File: config.mk
export PLATFORM = sky130hd
export DESIGN_NAME = mdio_cmd_ctrl
export DESIGN_NICKNAME = d
export VERILOG_FILES = /design/src/rtl/mdio_pkg.sv /design/src/rtl/mdio_clkgen.sv /design/src/rtl/mdio_frame_engine.sv /design/src/rtl/mdio_cmd_decode.sv /design/src/rtl/mdio_cmd_ctrl.sv
export SDC_FILE = /design/constraint.sdc
export NUM_CORES = 1
export LEC_CHECK = 0
export BUFFER_PORTS_ARGS = -buffer_cell sky130_fd_sc_hd__buf_2
export CORE_ASPECT_RATIO = 0.9
export CORE_UTILIZATION = 46
export DETAILED_ROUTE_END_ITERATION = 6
export PLACE_DENSITY = 0.74
export SYNTH_ARGS = -nofsm -noshare
export SYNTH_HDL_FRONTEND = slang
export SYNTH_SLANG_ARGS = --single-unit
File: constraint.sdc
create_clock -name clk -period 4.1 [get_ports clk]
set_input_delay 0.82 -clock clk [delete_from_list [all_inputs] [get_ports clk]]
set_output_delay 0.82 -clock clk [all_outputs]
set_load 0.01 [all_outputs]
File: src/rtl/mdio_pkg.sv
// Shared constants and types for the MDIO command decoder.
// Assumes Clause 22 framing only; the frame length follows from the preamble.
package mdio_pkg;
    localparam int PREAMBLE_BITS = 32;
    localparam int FRAME_BITS    = PREAMBLE_BITS + 32;
    localparam int TA_POS        = PREAMBLE_BITS + 14;
    localparam int DATA_POS      = PREAMBLE_BITS + 16;

    localparam logic [1:0] SEL_CTRL = 2'd0;
    localparam logic [1:0] SEL_DATA = 2'd1;
    localparam logic [1:0] SEL_FEAT = 2'd2;

    localparam logic [1:0] OP_WR = 2'b01;
    localparam logic [1:0] OP_RD = 2'b10;

    localparam int OLD_RD_BIT   = 26;
    localparam int OLD_WR_BIT   = 27;
    localparam int NEW_GO_BIT   = 15;
    localparam int NEW_C22_BIT  = 12;
    localparam int FEAT_NEW_BIT = 31;

    typedef struct packed {
        logic [1:0]  op;
        logic [4:0]  phy;
        logic [4:0]  regad;
        logic [15:0] wdata;
    } mdio_cmd_t;
endpackage

File: src/rtl/mdio_clkgen.sv
// MDC generator: while run is high, produces a clock with a period of
// 2*CLK_DIV core cycles, low first. Strobes mark the edges where MDC rises/falls.
// Assumes CLK_DIV >= 1; MDC is held low while run is low.
module mdio_clkgen #(
    parameter int CLK_DIV = 2
) (
    input  logic clk,
    input  logic rst_n,
    input  logic run,
    output logic mdc,
    output logic rise,
    output logic fall
);
    localparam int CW = $clog2(2 * CLK_DIV);
    localparam logic [CW-1:0] RISE_AT = CW'(CLK_DIV - 1);
    localparam logic [CW-1:0] FALL_AT = CW'(2 * CLK_DIV - 1);

    logic [CW-1:0] cnt;

    // Edge strobes derived from the phase counter.
    always_comb begin
        rise = run && (cnt == RISE_AT);
        fall = run && (cnt == FALL_AT);
    end

    // Phase counter and MDC register.
    always_ff @(posedge clk) begin
        if (!rst_n || !run) begin
            cnt <= '0;
            mdc <= 1'b0;
        end else begin
            cnt <= fall ? '0 : cnt + 1'b1;
            if (rise) mdc <= 1'b1;
            if (fall) mdc <= 1'b0;
        end
    end

    p_mdc_low_idle_r9: assert property (@(posedge clk) disable iff (!rst_n)
        !run |=> !mdc);
endmodule

File: src/rtl/mdio_frame_engine.sv
// Frame engine: on go, loads a full Clause 22 frame and shifts it out MSB
// first, one bit per MDC period. On reads it releases MDIO from the turnaround
// and collects 16 data bits on MDC rising edges. done pulses on the edge that
// ends the last bit.
module mdio_frame_engine
    import mdio_pkg::*;
(
    input  logic        clk,
    input  logic        rst_n,
    input  logic        go,
    input  mdio_cmd_t   cmd,
    input  logic        rise,
    input  logic        fall,
    input  logic        mdio_i,
    output logic        active,
    output logic        done,
    output logic        mdio_o,
    output logic        mdio_oe,
    output logic [15:0] rd_word
);
    localparam int BW = $clog2(FRAME_BITS);
    localparam logic [BW-1:0] LAST_BIT = BW'(FRAME_BITS - 1);
    localparam logic [BW-1:0] TA_BIT   = BW'(TA_POS);
    localparam logic [BW-1:0] DATA_BIT = BW'(DATA_POS);

    logic [FRAME_BITS-1:0] shreg;
    logic [BW-1:0]         bitcnt;
    logic                  is_read;
    logic [17:0]           tail;

    // Turnaround and data field: driven on writes, placeholder ones on reads.
    always_comb begin
        tail = (cmd.op == OP_RD) ? 18'h3FFFF : {2'b10, cmd.wdata};
    end

    // Frame shift register, bit counter and activity flag.
    always_ff @(posedge clk) begin
        if (!rst_n) begin
            active  <= 1'b0;
            bitcnt  <= '0;
            shreg   <= '0;
            is_read <= 1'b0;
        end else if (go) begin
            active  <= 1'b1;
            bitcnt  <= '0;
            is_read <= (cmd.op == OP_RD);
            shreg   <= {{PREAMBLE_BITS{1'b1}}, 2'b01, cmd.op, cmd.phy, cmd.regad, tail};
        end else if (active && fall) begin
            shreg  <= {shreg[FRAME_BITS-2:0], 1'b0};
            bitcnt <= bitcnt + 1'b1;
            if (bitcnt == LAST_BIT) active <= 1'b0;
        end
    end

    // Read data capture on MDC rising edges during the data field.
    always_ff @(posedge clk) begin
        if (!rst_n || go) begin
            rd_word <= '0;
        end else if (active && rise && is_read && bitcnt >= DATA_BIT) begin
            rd_word <= {rd_word[14:0], mdio_i};
        end
    end

    // Pin drive and completion strobe.
    always_comb begin
        mdio_o  = shreg[FRAME_BITS-1];
        mdio_oe = active && !(is_read && bitcnt >= TA_BIT);
        done    = active && fall && (bitcnt == LAST_BIT);
    end

    p_mdio_holds_r9: assert property (@(posedge clk) disable iff (!rst_n)
        (active && !fall) |=> $stable(mdio_o));
    p_read_release_r8: assert property (@(posedge clk) disable iff (!rst_n)
        (active && is_read && fall && bitcnt == TA_BIT - 1'b1) |=> !mdio_oe);
    p_write_drives_r8: assert property (@(posedge clk) disable iff (!rst_n)
        (active && !is_read) |-> mdio_oe);
endmodule

File: src/rtl/mdio_cmd_decode.sv
// Register bank and command decoder. Holds the control, data and feature
// registers, decodes control writes in the layout chosen by the feature bit,
// issues go to the frame engine, and on done clears the start bit and places
// read data. All writes are ignored while a transaction is in progress.
module mdio_cmd_decode
    import mdio_pkg::*;
(
    input  logic        clk,
    input  logic        rst_n,
    input  logic        wr_en,
    input  logic [1:0]  wr_sel,
    input  logic [31:0] wr_data,
    input  logic        busy,
    input  logic        done,
    input  logic [15:0] rd_word,
    output logic [31:0] ctrl_q,
    output logic [31:0] data_q,
    output logic        go,
    output mdio_cmd_t   cmd
);
    logic       new_mode_q;
    logic       cmd_new_q;
    logic       cmd_read_q;
    logic       accept;
    logic       ctrl_wr;
    logic       new_go;
    logic       new_c22;
    logic [1:0] new_op;
    logic       new_ok;
    logic       old_any;

    // Field extraction and start decision for both layouts.
    always_comb begin
        accept  = wr_en && !busy;
        ctrl_wr = accept && (wr_sel == SEL_CTRL);
        new_go  = wr_data[NEW_GO_BIT];
        new_c22 = wr_data[NEW_C22_BIT];
        new_op  = wr_data[11:10];
        new_ok  = new_go && new_c22 && (new_op == OP_WR || new_op == OP_RD);
        old_any = wr_data[OLD_WR_BIT] || wr_data[OLD_RD_BIT];
        if (new_mode_q) begin
            cmd.op    = new_op;
            cmd.phy   = wr_data[9:5];
            cmd.regad = wr_data[4:0];
            cmd.wdata = wr_data[31:16];
            go        = ctrl_wr && new_ok;
        end else begin
            cmd.op    = wr_data[OLD_WR_BIT] ? OP_WR : OP_RD;
            cmd.phy   = wr_data[20:16];
            cmd.regad = wr_data[25:21];
            cmd.wdata = data_q[15:0];
            go        = ctrl_wr && old_any;
        end
    end

    // Layout select register.
    always_ff @(posedge clk) begin
        if (!rst_n) new_mode_q <= 1'b0;
        else if (accept && wr_sel == SEL_FEAT) new_mode_q <= wr_data[FEAT_NEW_BIT];
    end

    // Remember the layout and direction of the running command.
    always_ff @(posedge clk) begin
        if (!rst_n) begin
            cmd_new_q  <= 1'b0;
            cmd_read_q <= 1'b0;
        end else if (go) begin
            cmd_new_q  <= new_mode_q;
            cmd_read_q <= (cmd.op == OP_RD);
        end
    end

    // Control register: store writes, drop invalid new-layout starts, self-clear.
    always_ff @(posedge clk) begin
        if (!rst_n) begin
            ctrl_q <= '0;
        end else if (ctrl_wr) begin
            ctrl_q <= wr_data;
            if (new_mode_q && new_go && new_c22 && !new_ok) ctrl_q[NEW_GO_BIT] <= 1'b0;
        end else if (done) begin
            if (cmd_new_q)       ctrl_q[NEW_GO_BIT] <= 1'b0;
            else if (cmd_read_q) ctrl_q[OLD_RD_BIT] <= 1'b0;
            else                 ctrl_q[OLD_WR_BIT] <= 1'b0;
        end
    end

    // Data register: software writes low half; reads placed per layout.
    always_ff @(posedge clk) begin
        if (!rst_n) begin
            data_q <= '0;
        end else if (accept && wr_sel == SEL_DATA) begin
            data_q <= {16'h0, wr_data[15:0]};
        end else if (done && cmd_read_q) begin
            data_q <= cmd_new_q ? {16'h0, rd_word} : {rd_word, 16'h0};
        end
    end

    p_ctrl_locked_r11: assert property (@(posedge clk) disable iff (!rst_n)
        (busy && !done && wr_en && wr_sel == SEL_CTRL) |=> ctrl_q == $past(ctrl_q));
    p_data_locked_r11: assert property (@(posedge clk) disable iff (!rst_n)
        (busy && !done && wr_en && wr_sel == SEL_DATA) |=> data_q == $past(data_q));
    p_old_wr_clear_r3: assert property (@(posedge clk) disable iff (!rst_n)
        (done && !cmd_new_q && !cmd_read_q) |=> !ctrl_q[OLD_WR_BIT]);
    p_new_go_clear_r4: assert property (@(posedge clk) disable iff (!rst_n)
        (done && cmd_new_q) |=> !ctrl_q[NEW_GO_BIT]);
    p_old_rd_place_r2: assert property (@(posedge clk) disable iff (!rst_n)
        (done && !cmd_new_q && cmd_read_q) |=> data_q[15:0] == 16'h0);
    p_new_rd_place_r5: assert property (@(posedge clk) disable iff (!rst_n)
        (done && cmd_new_q && cmd_read_q) |=> data_q[31:16] == 16'h0);
endmodule

File: src/rtl/mdio_cmd_ctrl.sv
// Top of the MDIO command decoder: register decode, frame engine and MDC
// divider. CLK_DIV sets the MDC half-period in core clock cycles.
// Assumes one outstanding transaction; writes during busy are dropped.
module mdio_cmd_ctrl
    import mdio_pkg::*;
#(
    parameter int CLK_DIV = 2
) (
    input  logic        clk,
    input  logic        rst_n,
    input  logic        wr_en,
    input  logic [1:0]  wr_sel,
    input  logic [31:0] wr_data,
    output logic [31:0] ctrl_q,
    output logic [31:0] data_q,
    output logic        busy,
    output logic        mdc,
    output logic        mdio_o,
    output logic        mdio_oe,
    input  logic        mdio_i
);
    logic        go;
    logic        done;
    logic        rise;
    logic        fall;
    logic [15:0] rd_word;
    mdio_cmd_t   cmd;

    mdio_cmd_decode u_decode (
        .clk     (clk),
        .rst_n   (rst_n),
        .wr_en   (wr_en),
        .wr_sel  (wr_sel),
        .wr_data (wr_data),
        .busy    (busy),
        .done    (done),
        .rd_word (rd_word),
        .ctrl_q  (ctrl_q),
        .data_q  (data_q),
        .go      (go),
        .cmd     (cmd)
    );

    mdio_frame_engine u_engine (
        .clk     (clk),
        .rst_n   (rst_n),
        .go      (go),
        .cmd     (cmd),
        .rise    (rise),
        .fall    (fall),
        .mdio_i  (mdio_i),
        .active  (busy),
        .done    (done),
        .mdio_o  (mdio_o),
        .mdio_oe (mdio_oe),
        .rd_word (rd_word)
    );

    mdio_clkgen #(.CLK_DIV(CLK_DIV)) u_clkgen (
        .clk   (clk),
        .rst_n (rst_n),
        .run   (busy),
        .mdc   (mdc),
        .rise  (rise),
        .fall  (fall)
    );

    p_mdc_idle_r9: assert property (@(posedge clk) disable iff (!rst_n)
        !busy |-> !mdc);
    p_oe_idle_r12: assert property (@(posedge clk) disable iff (!rst_n)
        !busy |-> !mdio_oe);
    p_busy_end_r10: assert property (@(posedge clk) disable iff (!rst_n)
        done |=> !busy);
    p_start_busy_r10: assert property (@(posedge clk) disable iff (!rst_n)
        go |=> busy);
endmodule

==> results of run 1 <==
## stage by stage
step                power (mW)  cell area, µm²   util  setup slack, ns  cells
finish                    3.49            7610  0.563             1.39   1011
global route              3.60            7610  0.563             1.18   1011
CTS                       3.51            7610  0.563             1.46   1011
detailed placement        1.85            6990  0.517             1.24    981
global placement          1.84            6990  0.517             1.26    981
floorplan                 1.76            6440      -             2.00    763
## power groups by stage
| stage | clock, mW | sequential [mW] | combinational (mW) |
|---|---|---|---|
| after CTS | 1.69 | 1.60 | 0.212 |
| after detailed placement | 0 | 1.64 | 0.211 |
| after global routing | 1.75 | 1.61 | 0.233 |
| after global placement | 0 | 1.64 | 0.208 |
| final | 1.68 | 1.60 | 0.214 |
| after floorplan | 0 | 1.63 | 0.124 |
## placed cells by master, fill, tap and decap left out, types with 2 or more instances in the layout
cell,count
sky130_fd_sc_hd__a2111oi_0,10
sky130_fd_sc_hd__a211oi_1,11
sky130_fd_sc_hd__a21o_1,17
sky130_fd_sc_hd__a21oi_1,69
sky130_fd_sc_hd__a221o_1,15
sky130_fd_sc_hd__a22o_1,17
sky130_fd_sc_hd__a31oi_1,34
sky130_fd_sc_hd__and2_1,2
sky130_fd_sc_hd__and3_1,5
sky130_fd_sc_hd__buf_2,105
sky130_fd_sc_hd__buf_4,13
sky130_fd_sc_hd__bufinv_16,4
sky130_fd_sc_hd__clkbuf_1,3
sky130_fd_sc_hd__clkbuf_16,17
sky130_fd_sc_hd__clkbuf_8,4
sky130_fd_sc_hd__dfxtp_1,157
sky130_fd_sc_hd__ha_1,4
sky130_fd_sc_hd__inv_1,4
sky130_fd_sc_hd__mux2i_1,12
sky130_fd_sc_hd__nand2_1,219
sky130_fd_sc_hd__nand2_2,2
sky130_fd_sc_hd__nand2b_1,2
sky130_fd_sc_hd__nand3_1,6
sky130_fd_sc_hd__nand3b_1,16
sky130_fd_sc_hd__nand4_1,2
sky130_fd_sc_hd__nor2_1,17
sky130_fd_sc_hd__nor2b_1,11
sky130_fd_sc_hd__o211a_1,2
sky130_fd_sc_hd__o211ai_1,3
sky130_fd_sc_hd__o21ai_0,18
sky130_fd_sc_hd__o221ai_1,16
sky130_fd_sc_hd__or3_1,3
sky130_fd_sc_hd__xnor2_1,2
sky130_fd_sc_hd__xor2_1,4
## logic make-up after synthesis
group | share of synthesized area
multiplexers | 0.0186
XOR/XNOR | 0.00815
AO/OA/AOI/OAI | 0.231
adder cells (fa/ha/maj) | 0.00777
flip-flops | 0.488
buffers and inverters | 0.0485
AND/OR/NAND/NOR | 0.199
## worst paths after layout
kind | slack [ns] | to | cells after the start | startpoint
setup reg to reg | 1.39 | u_engine.shreg[54] | 5 | u_decode.new_mode_q
hold / removal | 0.45 | u_decode.data_q[21] | 2 | u_decode.data_q[21]
hold reg to reg | 0.45 | u_decode.data_q[21] | 2 | u_decode.data_q[21]
setup / recovery | 1.39 | u_engine.shreg[54] | 5 | u_decode.new_mode_q
## critical path, delay by kind of cell (launching register included)
family | cells | cell delay [ns]
flops | 1 | 0.91
compound gates | 2 | 0.46
simple gates | 1 | 0.46
buf+inv | 2 | 0.71
## layout make-up
| class | instances | area (µm²) | share of cell area |
|---|---|---|---|
| inverters | 5 | 18.8 | 0.00247 |
| repair buffers | 118 | 623 | 0.0819 |
| well taps | 168 | 210 | 0.0276 |
| flip-flops and latches | 157 | 3140 | 0.413 |
| clock inverters | 6 | 133 | 0.0174 |
| multi-input cells | 533 | 2990 | 0.393 |
| clock buffers | 24 | 492 | 0.0646 |
## flip-flops by register name, indices dropped and copies added, names as in the netlist, 2 cells and up
signal / cells
u_decode.data_q: 32
u_engine.bitcnt: 6
u_decode.ctrl_q: 32
u_engine.rd_word: 16
u_clkgen.cnt: 2
u_engine.shreg: 64
## metal layers
metal	track usage	vias up	share of wire
met3	0.0757	25	0.089
met4	0.0762	2	0.014
met2	0.350	236	0.44
met1	0.342	2763	0.46
li1	-	2819	-
met5	0	-	0.00063
==> qor.txt, run 1 <==
========================================================================================
Number of remaining DRC errors ............................................            0
Fraction of layout cells with a size suffix above 1 .......................        0.181
Fraction of post-synthesis cell area in the top cell type by area .........        0.488
Die Outline Area ..........................................................    14500 µm²
Arrival time of data at the critical path endpoint ........................      2.99 ns
Post-Synthesis Net Count ..................................................          805
Combined global-route utilization of all metal layers .....................        0.242
Setup Fix Bufs, Post-CTS ..................................................            0
Via density per instance ..................................................         5.78
Clock-pin slew on the worst setup and hold paths ..........................      0.06 ns
Largest cells by area after synthesis ..................................... sky130_fd_sc_hd__dfxtp_1 49%, sky130_fd_sc_hd__nand2_1 13%, sky130_fd_sc_hd__a21oi_1 5.4%
Clk pwr share .............................................................        0.480
Max Fanout on Critical Path ...............................................           32
Largest net degree at the start of global routing .........................           69
Bufs on Longest Clock Path ................................................            2
Effective utilization at floorplan ........................................        0.477
Cell type of the slowest stage on the worst timing path ................... sky130_fd_sc_hd__dfxtp_1
Total clock buffers created by CTS ........................................           17
Core region area ..........................................................    13500 µm²
Unique masters post-synth .................................................           46
Required time at the endpoint of the critical path ........................      4.38 ns
Final slew viol count .....................................................            0
Number of core rows .......................................................           40
CTS tree ..................................................................        built
Kind of start point of the critical path ..................................    flip-flop
Clock root buffer ......................................................... sky130_fd_sc_hd__clkbuf_16
DR vias ...................................................................         5845
Global placement routability congestion ...................................        0.840
Clock sink count ..........................................................          157
Post-detailed-placement half-perimeter wirelength .........................     11300 µm
Synth async-reset ratio ...................................................            0
Proportion of power drawn by combinational gates ..........................        0.061
First DRT Iteration DRCs ..................................................          588
Category of the worst setup path capture point ............................    flip-flop
Power density cells .......................................................   459 nW/µm²
Clock Latency Late Sink ...................................................      0.42 ns
Critical path class .......................................................   reg -> reg
Cell Area, Synth ..........................................................     6440 µm²
Mean routed wirelength per cell ...........................................      17.2 µm
Global-route congestion overflow total ....................................            0
Unrepaired setup endpoints after global routing ...........................        false
Leakage power of the design ...............................................      3.07 nW
Accumulated negative setup slack ..........................................         0 ns
Most common library cells after synthesis ................................. 219 x sky130_fd_sc_hd__nand2_1, 157 x sky130_fd_sc_hd__dfxtp_1, 69 x sky130_fd_sc_hd__a21oi_1
Setup clock skew after layout .............................................   0.00546 ns
Number of max-cap violations ..............................................            0
Fill cells ................................................................         1220
Most used flip-flop cell after synthesis .................................. sky130_fd_sc_hd__dfxtp_1
Share of total power consumed by net switching ............................        0.219
Run status ................................................................ complete, no violations
Gate count of the mapped netlist ..........................................          763
Headroom to the max-slew limit ............................................        0.143
Number of global-route vias before repair .................................         5188
CTS-repair resized insts ..................................................            0
Worst min-delay path class ................................................   reg -> reg
Final hold violation count ................................................            0
Syn. warnings .............................................................            0
Slew of the pin with the lowest slew margin ...............................      1.28 ns
Sequential cell area fraction in the yosys report .........................        0.488
Number of routed nets with antenna violations .............................            0
Sequential power share ....................................................        0.459
P&R area growth vs syn ....................................................        18.1%
Cell type contributing the most total cell area after synthesis ........... sky130_fd_sc_hd__dfxtp_1
Top Ports .................................................................          106
Global-route wire length before repair ....................................     27300 µm
Routed WL .................................................................     17400 µm
Final setup viols .........................................................            0
Delay of the slowest cell on the worst path ...............................      0.91 ns
Number of optimization iterations in the first detailed-route pass ........            5
Number of synthesized flops with an enable pin ............................            0
Initial antenna violation count ...........................................            1
Most used standard cell by instance count after synthesis ................. sky130_fd_sc_hd__nand2_1
Cells traversed along the worst timing path ............................... inv_1 > o211a_1 > nand2_2 > buf_4 > a31oi_1
Internal Pwr Total ........................................................      2.73 mW
Antenna fix cells .........................................................            0
Post-Synthesis Mean Instance Area .........................................     8.45 µm²
Chip Width ................................................................       127 µm
Register bit total from synthesis .........................................          157
Net switching component of the power ......................................     0.767 mW
Die outline height ........................................................       114 µm
PortBufs ..................................................................          105
Largest voltage drop on the vdd net .......................................   0.000401 V
Number of hold buffers added after CTS ....................................            0
Highest clock rate ........................................................      369 MHz
Portion of the clock cycle consumed by the worst path in the final layout .        0.661
Shortest clock period the worst path allows after layout ..................      2.71 ns
Number of levels the H-tree was split into ................................            4
Post-route worst hold slack ...............................................     0.447 ns
Post-layout nets ..........................................................          874
========================================================================================
(Power assumes the default switching activity.)
==> run 2: changes to the inputs <==
--- a/config.mk
+++ b/config.mk
@@ -9,7 +9,7 @@
 export CORE_ASPECT_RATIO = 0.9
 export CORE_UTILIZATION = 46
 export DETAILED_ROUTE_END_ITERATION = 6
-export PLACE_DENSITY = 0.74
+export PLACE_DENSITY = 0.77
 export SYNTH_ARGS = -nofsm -noshare
 export SYNTH_HDL_FRONTEND = slang
 export SYNTH_SLANG_ARGS = --single-unit
==> constraint.sdc (replaced) <==
create_clock -name clk -period 2.4 [get_ports clk]
set_input_delay 0.48 -clock clk [delete_from_list [all_inputs] [get_ports clk]]
set_output_delay 0.48 -clock clk [all_outputs]
set_load 0.01 [all_outputs]
==> qor.txt, run 2 (same netlist as run 1, synthesis figures left out) <==
========================================================================================
Number of placed cells counting well taps .................................          987   was 981
Most common cell after layout, fill and taps aside ........................ sky130_fd_sc_hd__nand2_1   unchanged
Top Ports .................................................................          106   unchanged
Category of the worst setup path capture point ............................  output port   was flip-flop
Number of routed nets with antenna violations .............................            0   unchanged
Accumulated negative setup slack ..........................................         0 ns   unchanged
Headroom to the max-slew limit ............................................        0.184   was 0.143
Pre-CTS WS ................................................................     0.248 ns   was 1.24 ns
Routed WL .................................................................     17600 µm   was 17400 µm
Worst min-delay path class ................................................    in -> reg   was reg -> reg
Required time at the endpoint of the critical path ........................      1.92 ns   was 4.38 ns
CTS tree ..................................................................        built   unchanged
Number of levels the H-tree was split into ................................            4   unchanged
Worst path bufs/invs ......................................................            2   unchanged
Internal reg-to-reg setup slack ...........................................      0.24 ns   was 1.39 ns
Register with the most flip-flops ......................................... u_engine.shreg   unchanged
Clock Latency Late Sink ...................................................      0.42 ns   about the same
Number of optimization iterations in the first detailed-route pass ........            5   unchanged
Shortest clock period the worst path allows after layout ..................      2.21 ns
Sequential power share ....................................................        0.474   was 0.459
Internal Pwr Total ........................................................      4.43 mW   was 2.73 mW
Bufs on Longest Clock Path ................................................            2   unchanged
Final hold violation count ................................................            0   unchanged
Die Outline Area ..........................................................    14500 µm²   unchanged
Setup Fix Bufs, Post-CTS ..................................................            0   unchanged
Share of total power consumed by net switching ............................        0.233   was 0.219
Most used cells in the layout excluding fill and tap cells ................ 219 x sky130_fd_sc_hd__nand2_1, 157 x sky130_fd_sc_hd__dfxtp_1, 105 x sky130_fd_sc_hd__buf_2   unchanged
Smallest setup slack after layout .........................................     0.192 ns   was 1.39 ns
P&R area growth vs syn ....................................................        18.3%   was 18.1%
Number of max-cap violations ..............................................            0   unchanged
Leakage power of the design ...............................................      3.09 nW   was 3.07 nW
Clock root buffer ......................................................... sky130_fd_sc_hd__clkbuf_16   unchanged
Portion of the clock cycle consumed by the worst path in the final layout .        0.920
Number of core rows .......................................................           40   unchanged
Die outline height ........................................................       114 µm   unchanged
Delay of the slowest cell on the worst path ...............................      0.41 ns   was 0.91 ns
Final standard cell area without fillers ..................................     7620 µm²   was 7610 µm²
Largest net degree at the start of global routing .........................           95   was 69
Critical path class .......................................................   reg -> out   was reg -> reg
Clk pwr share .............................................................        0.461   was 0.480
Kind of start point of the critical path ..................................    flip-flop   unchanged
Largest registers ......................................................... u_engine.shreg x64, u_decode.ctrl_q x32, u_decode.data_q x32   unchanged
Clock-pin slew on the worst setup and hold paths ..........................      0.06 ns   about the same
Global placement routability congestion ...................................        0.847   was 0.840
Placed cell area ..........................................................     7040 µm²   was 6990 µm²
Antenna fix cells .........................................................            0   unchanged
Highest clock rate ........................................................      453 MHz
Family of cells with the greatest summed delay on the critical path .......   flip-flops   unchanged
Post-layout nets ..........................................................          880   was 874
Number of remaining DRC errors ............................................            0   unchanged
Mean routed wirelength per cell ...........................................      17.3 µm   was 17.2 µm
Worst hold path depth .....................................................            3   was 2
Effective utilization at floorplan ........................................        0.477   unchanged
Number of global-route vias before repair .................................         5207   was 5188
Initial antenna violation count ...........................................            0   was 1
Setup clock skew after layout .............................................   0.00829 ns   was 0.00546 ns
Power density cells .......................................................   757 nW/µm²   was 459 nW/µm²
Core region area ..........................................................    13500 µm²   unchanged
Fraction of layout cells with a size suffix above 1 .......................        0.191   was 0.181
Fill cells ................................................................         1234   was 1220
Slew of the pin with the lowest slew margin ...............................      1.22 ns   was 1.28 ns
First DRT Iteration DRCs ..................................................          728   was 588
Startpoint of the most critical hold path .................................       mdio_i   was u_decode.data_q[21]
Combined global-route utilization of all metal layers .....................        0.244   was 0.242
Chip Width ................................................................       127 µm   unchanged
Via density per instance ..................................................         5.88   was 5.78
Crit path depth ...........................................................            6   was 5
CTS-repair resized insts ..................................................            0   unchanged
Global-route congestion overflow total ....................................            0   unchanged
Total clock buffers created by CTS ........................................           17   unchanged
Max Fanout on Critical Path ...............................................            4   was 32
PortBufs ..................................................................          105   unchanged
Final slew viol count .....................................................            0   unchanged
Final setup viols .........................................................            0   unchanged
Largest voltage drop on the vdd net .......................................   0.000517 V   was 0.000401 V
Post-detailed-placement half-perimeter wirelength .........................     11400 µm   was 11300 µm
Cells traversed along the worst timing path ............................... inv_1 > ha_1 > o211a_1 > o211ai_1 > and2_1 > buf_2   was inv_1 > o211a_1 > nand2_2 > buf_4 > a31oi_1
Reg-to-Reg Start .......................................................... u_engine.active   was u_decode.new_mode_q
Arrival time of data at the critical path endpoint ........................      1.73 ns   was 2.99 ns
Count of non-filler cells in the finished layout ..........................         1017   was 1011
Global-route wire length before repair ....................................     27600 µm   was 27300 µm
Endpoint of the worst hold path ........................................... u_engine.rd_word[0]   was u_decode.data_q[21]
DR vias ...................................................................         5977   was 5845
Unrepaired setup endpoints after global routing ...........................        false   unchanged
FF-to-FF path depth .......................................................            4   was 5
Max reg flops .............................................................           64   unchanged
Net switching component of the power ......................................      1.35 mW   was 0.767 mW
Clock sink count ..........................................................          157   unchanged
Cell type of the slowest stage on the worst timing path ................... sky130_fd_sc_hd__dfxtp_1   unchanged
Run status ................................................................ complete, no violations   unchanged
Proportion of power drawn by combinational gates ..........................        0.065   was 0.061
Number of hold buffers added after CTS ....................................            0   unchanged
Capture point of the worst reg-to-reg path ................................ u_decode.data_q[0]   was u_engine.shreg[54]
========================================================================================
## run 2: cell types whose count changed in the layout (fill, tap and decap cells not counted), sizes merged
cell and delta:
inv +1, bufinv -2, clkinvlp +2, buf +6, clkinv +3, clkbuf -4
## run 2: worst max-delay path by stage
stage                                   from            endpoint  slack [ns]
after floorplan                    wr_sel[1]  u_engine.shreg[16]        0.64
after global placement             wr_sel[1]  u_engine.shreg[29]        0.28
after detailed placement               wr_en  u_decode.data_q[2]        0.25
after CTS                 u_engine.bitcnt[0]             mdio_oe        0.17
after global routing      u_engine.bitcnt[0]             mdio_oe        0.06
final                     u_engine.bitcnt[0]             mdio_oe        0.19
## run 2: layer usage
metal | share of wire | vias up | GRT usage
li1 | - | 2832 | -
met5 | 0 | - | 0
met1 | 0.46 | 2860 | 0.351
met4 | 0.012 | 0 | 0.0802
met2 | 0.45 | 270 | 0.366
met3 | 0.079 | 15 | 0.0509
## run 2: power by group through the flow
stage	logic (mW)	clock network [mW]	registers, mW
6_report	0.377	2.66	2.74
5_1_grt	0.408	2.79	2.74
4_1_cts	0.373	2.67	2.74
3_5_place_dp	0.369	0	2.79
3_3_place_gp	0.366	0	2.79
2_1_floorplan	0.212	0	2.79
## run 2: through the flow
step / util / hold WS, ns / power [mW]
6_report: 0.564 / 0.304 / 5.77
5_1_grt: 0.564 / 0.313 / 5.94
4_1_cts: 0.564 / 0.293 / 5.78
3_5_place_dp: 0.521 / 0.441 / 3.16
3_3_place_gp: 0.521 / 0.435 / 3.16
2_1_floorplan: - / 0.421 / 3.00
## run 2: layout make-up
cell class / count / area [µm²] / share of cell area
Multi-Input combinational cell: 533 / 2990 / 0.392
Clock buffer: 20 / 467 / 0.0612
Inverter: 5 / 18.8 / 0.00246
Clock inverter: 10 / 115 / 0.0151
Sequential cell: 157 / 3140 / 0.412
Tap cell: 168 / 210 / 0.0276
Timing Repair Buffer: 124 / 681 / 0.0893
## run 2: worst reg2reg max path: stages, from the launching register on
cell and delay [ns]:
sky130_fd_sc_hd__dfxtp_1 0.58, sky130_fd_sc_hd__nor3b_1 0.15, sky130_fd_sc_hd__a21o_1 0.21, sky130_fd_sc_hd__nor2_1 0.92
sky130_fd_sc_hd__a21o_1 0.25
==> run 3: changes to the inputs <==
--- a/config.mk
+++ b/config.mk
@@ -5,6 +5,7 @@
 export SDC_FILE = /design/constraint.sdc
 export NUM_CORES = 1
 export LEC_CHECK = 0
+export ABC_AREA = 1
 export BUFFER_PORTS_ARGS = -buffer_cell sky130_fd_sc_hd__buf_2
 export CORE_ASPECT_RATIO = 0.9
 export CORE_UTILIZATION = 46
==> qor.txt, run 3 <==
========================================================================================
Run status ................................................................ complete, no violations   unchanged
Core region area ..........................................................    14200 µm²   was 13500 µm²
Kind of start point of the critical path ..................................    flip-flop   unchanged
Final core utilization ....................................................        0.564   about the same
Largest registers ......................................................... u_engine.shreg x64, u_decode.ctrl_q x32, u_decode.data_q x32   unchanged
Accumulated negative setup slack ..........................................         0 ns   unchanged
Chip Width ................................................................       129 µm   was 127 µm
Clock-pin slew on the worst setup and hold paths ..........................      0.06 ns   about the same
Final slew viol count .....................................................            0   unchanged
Number of synthesized flops with an enable pin ............................            0   unchanged
Number of global-route vias before repair .................................         5644   was 5207
Number of hold buffers added after CTS ....................................            0   unchanged
Number of max-cap violations ..............................................            0   unchanged
Clock sink count ..........................................................          157   unchanged
Post-Synthesis Mean Instance Area .........................................     6.98 µm²   was 8.45 µm²
Effective utilization at floorplan ........................................        0.475   was 0.477
Syn. warnings .............................................................            0   unchanged
Slew of the pin with the lowest slew margin ...............................     0.689 ns   was 1.22 ns
Global-route congestion overflow total ....................................            0   unchanged
Leakage power of the design ...............................................      3.45 nW   was 3.09 nW
Cell Area, Synth ..........................................................     6720 µm²   was 6440 µm²
Largest voltage drop on the vdd net .......................................   0.000494 V   was 0.000517 V
Critical path class .......................................................   reg -> out   unchanged
Most used cells in the layout excluding fill and tap cells ................ 266 x sky130_fd_sc_hd__nand2_1, 157 x sky130_fd_sc_hd__dfxtp_1, 108 x sky130_fd_sc_hd__o21ai_0   was 219 x sky130_fd_sc_hd__nand2_1, 157 x sky130_fd_sc_hd__dfxtp_1, 105 x sky130_fd_sc_hd__buf_2
Most common cell after layout, fill and taps aside ........................ sky130_fd_sc_hd__nand2_1   unchanged
Portion of the clock cycle consumed by the worst path in the final layout .        0.846   was 0.920
Fraction of layout cells with a size suffix above 1 .......................        0.160   was 0.191
Post-Synthesis Net Count ..................................................         1006   was 805
Worst min-delay path class ................................................    in -> reg   unchanged
Die outline height ........................................................       117 µm   was 114 µm
Required time at the endpoint of the critical path ........................      1.92 ns   about the same
Shortest clock period the worst path allows after layout ..................      2.03 ns   was 2.21 ns
Number of routed nets with antenna violations .............................            0   unchanged
Combined global-route utilization of all metal layers .....................        0.240   was 0.244
Post-layout nets ..........................................................         1080   was 880
Category of the worst setup path capture point ............................  output port   unchanged
Setup clock skew after layout .............................................   0.00856 ns   was 0.00829 ns
Number of optimization iterations in the first detailed-route pass ........            5   unchanged
Register with the most flip-flops ......................................... u_engine.shreg   unchanged
Die Outline Area ..........................................................    15100 µm²   was 14500 µm²
Setup Fix Bufs, Post-CTS ..................................................            0   unchanged
Mean routed wirelength per cell ...........................................      14.0 µm   was 17.3 µm
Via density per instance ..................................................         5.27   was 5.88
Cell type contributing the most total cell area after synthesis ........... sky130_fd_sc_hd__dfxtp_1   unchanged
Fraction of post-synthesis cell area in the top cell type by area .........        0.467   was 0.488
Power density cells .......................................................   751 nW/µm²   was 757 nW/µm²
CTS-repair resized insts ..................................................            0   unchanged
Initial antenna violation count ...........................................            0   unchanged
Final hold violation count ................................................            0   unchanged
Routed WL .................................................................     17400 µm   was 17600 µm
Max Fanout on Critical Path ...............................................            3   was 4
Post-detailed-placement half-perimeter wirelength .........................     11700 µm   was 11400 µm
Number of levels the H-tree was split into ................................            4   unchanged
Clock root buffer ......................................................... sky130_fd_sc_hd__clkbuf_16   unchanged
Highest clock rate ........................................................      492 MHz   was 453 MHz
P&R area growth vs syn ....................................................        18.8%   was 18.3%
DR vias ...................................................................         6557   was 5977
Top Ports .................................................................          106   unchanged
Largest net degree at the start of global routing .........................           68   was 95
PortBufs ..................................................................          105   unchanged
Global-route wire length before repair ....................................     28000 µm   was 27600 µm
Gate count of the mapped netlist ..........................................          964   was 763
Clock Latency Late Sink ...................................................      0.43 ns   was 0.42 ns
Number of remaining DRC errors ............................................            0   unchanged
Final setup viols .........................................................            0   unchanged
Headroom to the max-slew limit ............................................        0.541   was 0.184
Antenna fix cells .........................................................            0   unchanged
Sequential cell area fraction in the yosys report .........................        0.467   was 0.488
Most common library cells after synthesis ................................. 267 x sky130_fd_sc_hd__nand2_1, 157 x sky130_fd_sc_hd__dfxtp_1, 108 x sky130_fd_sc_hd__o21ai_0   was 219 x sky130_fd_sc_hd__nand2_1, 157 x sky130_fd_sc_hd__dfxtp_1, 69 x sky130_fd_sc_hd__a21oi_1
Register bit total from synthesis .........................................          157   unchanged
Unique masters post-synth .................................................           28   was 46
Largest cells by area after synthesis ..................................... sky130_fd_sc_hd__dfxtp_1 47%, sky130_fd_sc_hd__nand2_1 15%, sky130_fd_sc_hd__o21ai_0 8.0%   was sky130_fd_sc_hd__dfxtp_1 49%, sky130_fd_sc_hd__nand2_1 13%, sky130_fd_sc_hd__a21oi_1 5.4%
Number of core rows .......................................................           41   was 40
First DRT Iteration DRCs ..................................................          629   was 728
Max reg flops .............................................................           64   unchanged
Global placement routability congestion ...................................        0.873   was 0.847
Most used standard cell by instance count after synthesis ................. sky130_fd_sc_hd__nand2_1   unchanged
Bufs on Longest Clock Path ................................................            2   unchanged
CTS tree ..................................................................        built   unchanged
Total clock buffers created by CTS ........................................           17   unchanged
Synth async-reset ratio ...................................................            0   unchanged
Most used flip-flop cell after synthesis .................................. sky130_fd_sc_hd__dfxtp_1   unchanged
Arrival time of data at the critical path endpoint ........................      1.55 ns   was 1.73 ns
Unrepaired setup endpoints after global routing ...........................        false   unchanged
========================================================================================
[run 3: cell type report]
class	count	area, µm²
clock buffers	22	484
clock inverters	10	135
fillers	1375	6170
inverters	53	199
multi-input cells	686	3100
flip-flops and latches	157	3140
well taps	193	241
repair buffers	123	686
[run 3: routing by layer]
layer	up-vias	share of wire	wire [µm]	GRT usage
li1	3293	-	-	-
met1	3013	0.47	8230	0.328
met2	226	0.44	7720	0.365
met3	25	0.065	1130	0.0600
met4	0	0.019	338	0.0938
met5	-	0	0	0
[run 3: worst max-delay path, stage by stage, from the launching register on]
cell and delay [ns]:
sky130_fd_sc_hd__dfxtp_1 0.35, sky130_fd_sc_hd__inv_1 0.08, sky130_fd_sc_hd__ha_1 0.19, sky130_fd_sc_hd__nor2_1 0.09, sky130_fd_sc_hd__o21ai_0 0.08, sky130_fd_sc_hd__a31oi_1 0.18, sky130_fd_sc_hd__buf_2 0.17
[run 3: cells by family after synthesis]
| group | synth area share |
|---|---|
| compound gates | 0.177 |
| xor+xnor | 0.00261 |
| fa+ha+maj | 0.00744 |
| buf+inv | 0.0720 |
| flops | 0.467 |
| simple gates | 0.273 |
[run 3: power breakdown]
part	total (mW)	switching (mW)	internal [mW]
Combinational	0.455	0.294	0.161
Clock	2.79	1.05	1.74
Sequential	2.76	0.0557	2.70
[run 3: path summary, 6_finish.rpt]
path	startpoint	to	slack, ns	cells after the start
setup reg to reg	u_decode.new_mode_q	u_engine.shreg[0]	0.39	7
setup / recovery	u_engine.bitcnt[0]	mdio_oe	0.37	6
hold reg to reg	u_clkgen.cnt[0]	u_clkgen.cnt[0]	0.46	1
hold / removal	mdio_i	u_engine.rd_word[0]	0.30	3
[run 3: through the flow]
step	std cells	cell area (µm²)	hold WS, ns	setup WS, ns	total power [mW]
2_1_floorplan	964	6720	0.421	0.817	3.09
3_3_place_gp	1212	7370	0.436	0.323	3.25
3_5_place_dp	1212	7370	0.450	0.289	3.26
4_1_cts	1244	7990	0.292	0.342	6.03
5_1_grt	1244	7990	0.304	0.117	6.22
6_report	1244	7990	0.295	0.369	6.00
